**src/rtl/fchop_unit.sv**
```systemverilog
module fchop_unit (
  input  logic        clk,
  input  logic        rst_n,
  input  logic        op_valid,
  input  logic [79:0] op_value,
  input  logic [1:0]  op_width,
  input  logic        op_empty,
  output logic        res_valid,
  output logic [63:0] res_data,
  output logic        res_invalid,
  output logic        res_underflow,
  output logic        res_precision,
  output logic        res_c1
);
  localparam logic [14:0] BIAS = 15'd16383;

  logic        sgn;
  logic [14:0] ex;
  logic [63:0] man;
  logic [14:0] unb;
  logic [6:0]  pos;
  logic [63:0] mag, frac, lim, indef;
  logic [63:0] n_data;
  logic        n_inv, n_unf, n_prec;

  assign sgn  = op_value[79];
  assign ex   = op_value[78:64];
  assign man  = op_value[63:0];
  assign unb  = ex - BIAS;
  assign pos  = {1'b0, unb[5:0]};
  assign mag  = man >> (7'd63 - pos);
  assign frac = man << (pos + 7'd1);

  always_comb begin
    case (op_width)
      2'b00:   begin lim = 64'h0000_0000_0000_7FFF; indef = 64'hFFFF_FFFF_FFFF_8000; end
      2'b01:   begin lim = 64'h0000_0000_7FFF_FFFF; indef = 64'hFFFF_FFFF_8000_0000; end
      default: begin lim = 64'h7FFF_FFFF_FFFF_FFFF; indef = 64'h8000_0000_0000_0000; end
    endcase
  end

  always_comb begin
    n_data = '0;
    n_inv  = 1'b0;
    n_unf  = 1'b0;
    n_prec = 1'b0;
    if (op_empty) begin
      n_unf  = 1'b1;
      n_inv  = 1'b1;
      n_data = indef;
    end else if (ex == 15'h7FFF) begin
      n_inv  = 1'b1;
      n_data = indef;
    end else if (ex < BIAS) begin
      n_prec = |man;
    end else if (unb > 15'd63) begin
      n_inv  = 1'b1;
      n_data = indef;
    end else if (sgn ? (mag > lim + 64'd1) : (mag > lim)) begin
      n_inv  = 1'b1;
      n_data = indef;
    end else begin
      n_data = sgn ? (~mag + 64'd1) : mag;
      n_prec = |frac;
    end
  end

  always_ff @(posedge clk) begin
    if (!rst_n) begin
      res_valid     <= 1'b0;
      res_data      <= '0;
      res_invalid   <= 1'b0;
      res_underflow <= 1'b0;
      res_precision <= 1'b0;
    end else begin
      res_valid <= op_valid;
      if (op_valid) begin
        res_data      <= n_data;
        res_invalid   <= n_inv;
        res_underflow <= n_unf;
        res_precision <= n_prec;
      end
    end
  end

  assign res_c1 = 1'b0;
endmodule


```
**config.mk**
```make
export PLATFORM = sky130hd
export DESIGN_NAME = fchop_unit
export DESIGN_NICKNAME = d
export VERILOG_FILES = /design/src/rtl/fchop_unit.sv
export SDC_FILE = /design/constraint.sdc
export NUM_CORES = 1
export LEC_CHECK = 0
export ABC_CLOCK_PERIOD_IN_PS = 10600
export BUFFER_PORTS_ARGS = -buffer_cell sky130_fd_sc_hd__buf_2
export CAP_MARGIN = 30
export CORE_ASPECT_RATIO = 1.25
export CORE_UTILIZATION = 45
export DETAILED_ROUTE_END_ITERATION = 7
export HOLD_SLACK_MARGIN = 0.12
export SLEW_MARGIN = 30
export SYNTH_ARGS = -nofsm -noshare
export SYNTH_HDL_FRONTEND = slang
export SYNTH_SLANG_ARGS = --single-unit
```
**constraint.sdc**
```tcl
create_clock -name clk -period 10.6 [get_ports clk]
set_input_delay 2.12 -clock clk [delete_from_list [all_inputs] [get_ports clk]]
set_output_delay 2.12 -clock clk [all_outputs]
set_load 0.05 [all_outputs]
```
# Yosys cells after proc, flatten, opt, wreduce, memory -nomap -nowiden

Index checks and enable logic that the tools add are counted.

Add/subtract/negate cells: 5
Order comparisons: 4
Equal/unequal tests: 2
Shift-type cells: 2
Mux-type cells: 20
Bitwise logic cells: 1
Reduce and logical (&&, ||, !) cells: 3

Operators by type and width:

| cell                                                                    | number |
|---|---|
| 64-bit two-way mux                                                      | 6 |
| 63-bit one-hot mux with 2 select lines                                  | 2 |
| 64-bit by 1-bit adder with 64-bit output (second input constant)        | 2 |
| 64-bit > comparator                                                     | 2 |
| 64-bit OR reduction                                                     | 2 |
| 64-bit inverter                                                         | 1 |
| 64-bit by 7-bit left shift with 64-bit output                           | 1 |
| 64-bit by 7-bit >> shifter with 64-bit output                           | 1 |
| 15-bit equality test (second input constant)                            | 1 |
| 15-bit by 6-bit > comparator with 1-bit output (second input constant)  | 1 |
| 15-bit by 14-bit < comparator with 1-bit output (second input constant) | 1 |
| 15-bit by 14-bit subtractor with 15-bit output (second input constant)  | 1 |
| 1-bit two-way mux                                                       | 12 |
| 6-bit by 1-bit adder with 7-bit output (second input constant)          | 1 |
| 6-bit by 6-bit subtractor with 7-bit output (first input constant)      | 1 |
| 2-bit by 1-bit equality test with 1-bit output (second input constant)  | 1 |
| 2-bit logical NOT                                                       | 1 |

Flip-flop bits (word level): 68
Input port bits: 86
Output and inout bits: 69
Logic and storage cells: 42

# Longest topological paths before layout

Depth after elaboration: 11
Depth in mapped cells: 33
Depth with buffers taken out: 21

# Worst setup path before layout

Ideal clock, no wire load.

Path type: in2reg
From: input op_value[64]
To: register res_data[35]
Library setup time: 0.134 ns
Data arrival time: 8.841 ns
Required time: 10.466 ns
Path slack: 1.625 ns
Stages: 32
Buffers on the path: 12
Cell sequence: buf_6 clkinv_1 buf_2 buf_2 buf_1 clkbuf_1 clkbuf_1 clkbuf_1 ha_1 buf_6 buf_6 buf_4 buf_2 mux4_2 inv_1 mux2i_1 a221oi_1 nor2_1 or3_1 ha_1 nand4_1 nor2_1 nand3_1 nor2_1 nand3_1 nor4_1 nand3_1 o41ai_1 o22ai_2 a2111oi_4 buf_6 a211oi_1

Word-level cells in the longest chain between the ends: 11
Elaborated cells between the ends (all ways): 17
Classes of those cells: add/sub: 3; order compare: 4; eq/ne: 1; shift: 1; mux: 7; bitwise: 1

RTL lines:

| what                                           | RTL line | RTL |
|---|---|---|
| start: declaration                             | 5        | `input logic [79:0] op_value,` |
| 15-bit by 14-bit subtractor with 15-bit output | 29       | `assign unb = ex - BIAS;` |
| 6-bit by 6-bit subtractor with 7-bit output    | 31       | `assign mag = man >> (7'd63 - pos);` |
| 64-bit by 7-bit >> shifter with 64-bit output  | 31       |  |
| 64-bit inverter                                | 63       | `n_data = sgn ? (~mag + 64'd1) : mag;` |
| 64-bit by 1-bit adder with 64-bit output       | 63       |  |
| 64-bit two-way mux                             | 63       |  |
| 64-bit two-way mux                             | 59       | `end else if (sgn ? (mag > lim + 64'd1) : (mag > lim)) begin` |
| 64-bit two-way mux                             | 56       | `end else if (unb > 15'd63) begin` |
| 64-bit two-way mux                             | 54       | `end else if (ex < BIAS) begin` |
| 64-bit two-way mux *                           | 51       | `end else if (ex == 15'h7FFF) begin` |
| 64-bit two-way mux *                           | 47       | `if (op_empty) begin` |
| end signal: assignment                         | 78       | `res_data <= n_data;` |
| end: declaration                               | 9        | `output logic [63:0] res_data,` |

Mark *: on every way between the ends. The rest lies on a longest branch, timed or not.
A chain may end at the register's enable or synchronous reset.

# Final worst setup path

From: input op_value[64]
To: register res_data[20]

Same word-level chain as after synthesis.

==> impl_results.md <==
- Fin cells: 2,300
- CTS Buffer Depth: 2
- Total Wirelength: 60.3 mm
- Maximum capacitance violations: 0
- RSZ-0062 raised after global routing: no
- CTS Hold Bufs: 0
- Initial antenna violation count: 1
- Total CTS buffers: 9
- Setup bufs post-CTS: 0
- RR Endpoint: res_data[16]$_SDFFE_PN0P_
- CP endpoint: res_data[20]$_SDFFE_PN0P_
- Final nets: 2,048
- Cell count after synthesis: 1,798
- Die footprint: 32,100 um2
- Fill count: 3,119
- Core area: 30,900 um2
- Via count: ~16k
- Placed cell area: 15,100 um2
- Area delta synth->final: 9.87%
- Final Instance Area: 15,500 um2
- Reg2Reg Launch Point: res_data[16]$_SDFFE_PN0P_
- Area leader, netlist: mux4_2
- Fin Clk Skew: 0 ns
- TritonCTS Sinks: 68
- Grt total ovfl: 0
- Layout cells sized above 1: 20.5%
- # H-tree levels: 3
- Inst Count DP: 2,283
- Cell area after synthesis: 14,100 um2
- Worst-path clk slew: 0.06 ns
- Row count: 72
- Commonest non-fill, non-tap cell in the layout: nor2_1
- Slew Limit Fails: 0
- Die height: around 200 um
- Setup TNS: 0 ns
- Worst skew pair latency: 0.34 ns
- Antenna cells: 0
- CP Max Fanout: 67
- Drt wl/cell: 26.2 um
- Period utilization: 86.7%
- CP Launch Type: input port
- PortBufs: 153
- DR DRC count: 0
- Synth warn: 0
- Peak supply drop: ~0.00017 V
- I/O pin count: 155
- Status: completed
- Sequential area share after synthesis: 9.65%
- Initial core utilization: about 46%
- DRT antenna net count: 0
- Area of the multi-input gates: around 12,000 um2
- Slew @ Worst Pin: 1.04 ns
- Syn avg cell area: 7.84 um2
- Min cycle time layout: 9.19 ns
- Die X: ~160 um
- Synth Flop Type: dfxtp_1
- Root Driver: clkbuf_16
- Worst R2R Path Depth: 3
- Resized Gates After CTS: 0
- Vias per cell: 6.80
- Fin Hold WS: 0.450 ns
- Fin. Hold Viols: 0
- Static Leak: 6.51 nW
- Most frequent cells in the layout: nor2_1, nand2_1, buf_2
- Min-Delay Path Class: flip-flop to flip-flop
- First-pass GRT wire length: about 90 mm
- TritonCTS clock tree: yes
- WHS Path Cells: 2
- FF+latch count, synth: 68
- DP HPWL: ~47 mm
- Cell variety after synth: 102
- Number of flops mapped to enable cells by yosys: 0
- Storage element area: 1360 um2
- Critical path launch point: op_value[64]
- Hold path start: res_data[1]$_SDFFE_PN0P_
- First-pass iteration count of the detailed router: 5
- R2r setup slk: 9.71 ns
- Pin count of the biggest net entering global routing: 83
- Final Core Density: 50.2%
- Gr usage total: approximately 37%
- Post-synthesis async set-or-reset flop share: 0%
- Top-area cell type share of the netlist area: 10.5%
- Vias in the first global route: 14.5k
- Final setup violation count: 0
- Rel. slew slack: 29.8%
- Pwr Density: between 100 and 150 nW/um2
- Critical Path AT: 9.36 ns
- CP Class: input port to flip-flop
- F_max: around 0.11 GHz
- Synth top area cells: mux4_2, dfxtp_1, mux2i_1
- Final Wtd Congestion: 1.02
- CP Capture Type: flip-flop
- Iter 0 DRT Violations: ~1.5k
- Worst EP required: 10.78 ns
[cell usage after synthesis (17+ instances only)]
cell type / instances
mux4_2: 66
nor3_1: 47
a211oi_1: 56
o31ai_1: 31
xnor2_1: 35
dfxtp_1: 68
a21o_1: 32
o211ai_1: 27
clkbuf_1: 63
nand3_1: 62
nand4_1: 29
mux2i_1: 129
nor4_1: 35
xor2_1: 35
ha_1: 74
o21ai_0: 102
inv_1: 31
nor2_1: 168
mux2_2: 59
nand2_1: 154
nor2b_1: 21
buf_2: 37
or3_1: 17
a21oi_1: 93
[layer usage]
layer | part of all wire (%) | vias to the layer above | GRT usage (%)
li1 | - | 7127 | -
met1 | 39 | 7534 | 44.2
met2 | 47 | 768 | 62.0
met3 | 6.7 | 217 | 5.43
met4 | 7.6 | 0 | 26.3
met5 | 0 | - | 0
[sequential cells by signal, summed over array words and instances (netlist names)]
| signal | flops |
|---|---|
| res_data | 64 |
| res_valid | 1 |
| res_precision | 1 |
| res_invalid | 1 |
| res_underflow | 1 |
[worst max-delay path, cell delays in order]
cell	delay, ns
buf_4	0.43
inv_4	0.28
ha_4	0.91
buf_4	0.80
mux2_2	0.44
mux2i_1	0.22
mux4_2	0.28
nor2_1	0.05
a311oi_1	0.57
inv_1	0.10
ha_1	0.32
nand4_1	0.13
nor2_1	0.17
nand3_1	0.14
nor2_1	0.13
nand3_1	0.08
nor4_1	0.30
nand3_1	0.16
o41ai_1	0.45
o22ai_2	0.24
o2111ai_1	0.79
o211ai_1	0.17
[final cells by class]
| class | instances | share of cell area (%) |
|---|---|---|
| repair buffers | 193 | 7.02 |
| clock buffers | 12 | 1.66 |
| multi-input cells | 1582 | 78.1 |
| flip-flops and latches | 68 | 8.78 |
| inverters | 34 | 0.840 |
| clock inverters | 4 | 0.307 |
| well taps | 407 | 3.29 |
[how the worst min path moves through the flow]
stage,endpoint,slack [ns]
floorplan,res_data[6]$_SDFFE_PN0P_,0.67
global placement,res_data[8]$_SDFFE_PN0P_,0.43
detailed placement,res_data[1]$_SDFFE_PN0P_,0.44
CTS,res_data[1]$_SDFFE_PN0P_,0.45
global route,res_data[7]$_SDFFE_PN0P_,0.48
finish,res_data[1]$_SDFFE_PN0P_,0.45
[cells by family (layout without fill, tap and decap cells)]
group / after synthesis / after routing / synth area share [%]
and+or+nand+nor: 632 / 632 / 22.3
adders and majority gates: 75 / 75 / 6.64
xor gates and xnor gates: 76 / 76 / 5.22
AOI/OAI and AO/OA: 515 / 515 / 25.6
buffers and inverters: 173 / 243 / 5.86
muxes: 257 / 257 / 24.7
other: 2 / 27 / 0.0532
DFF: 68 / 68 / 9.65
[through the flow]
step                      worst slack, ns  power (mW)
after floorplan                      1.62       0.989
after global placement               1.24        1.29
after detailed placement             1.18        1.29
after CTS                            1.51        1.60
after global routing                0.898        1.71
final                                1.41        1.64
[power by group]
part	total, mW	leakage [nW]	switching [mW]	internal (mW)
Clock	0.307	0.149	0.113	0.194
Sequential	0.275	0.559	0.00621	0.269
Combinational	1.05	5.81	0.689	0.364
(Power assumes the default switching activity.)
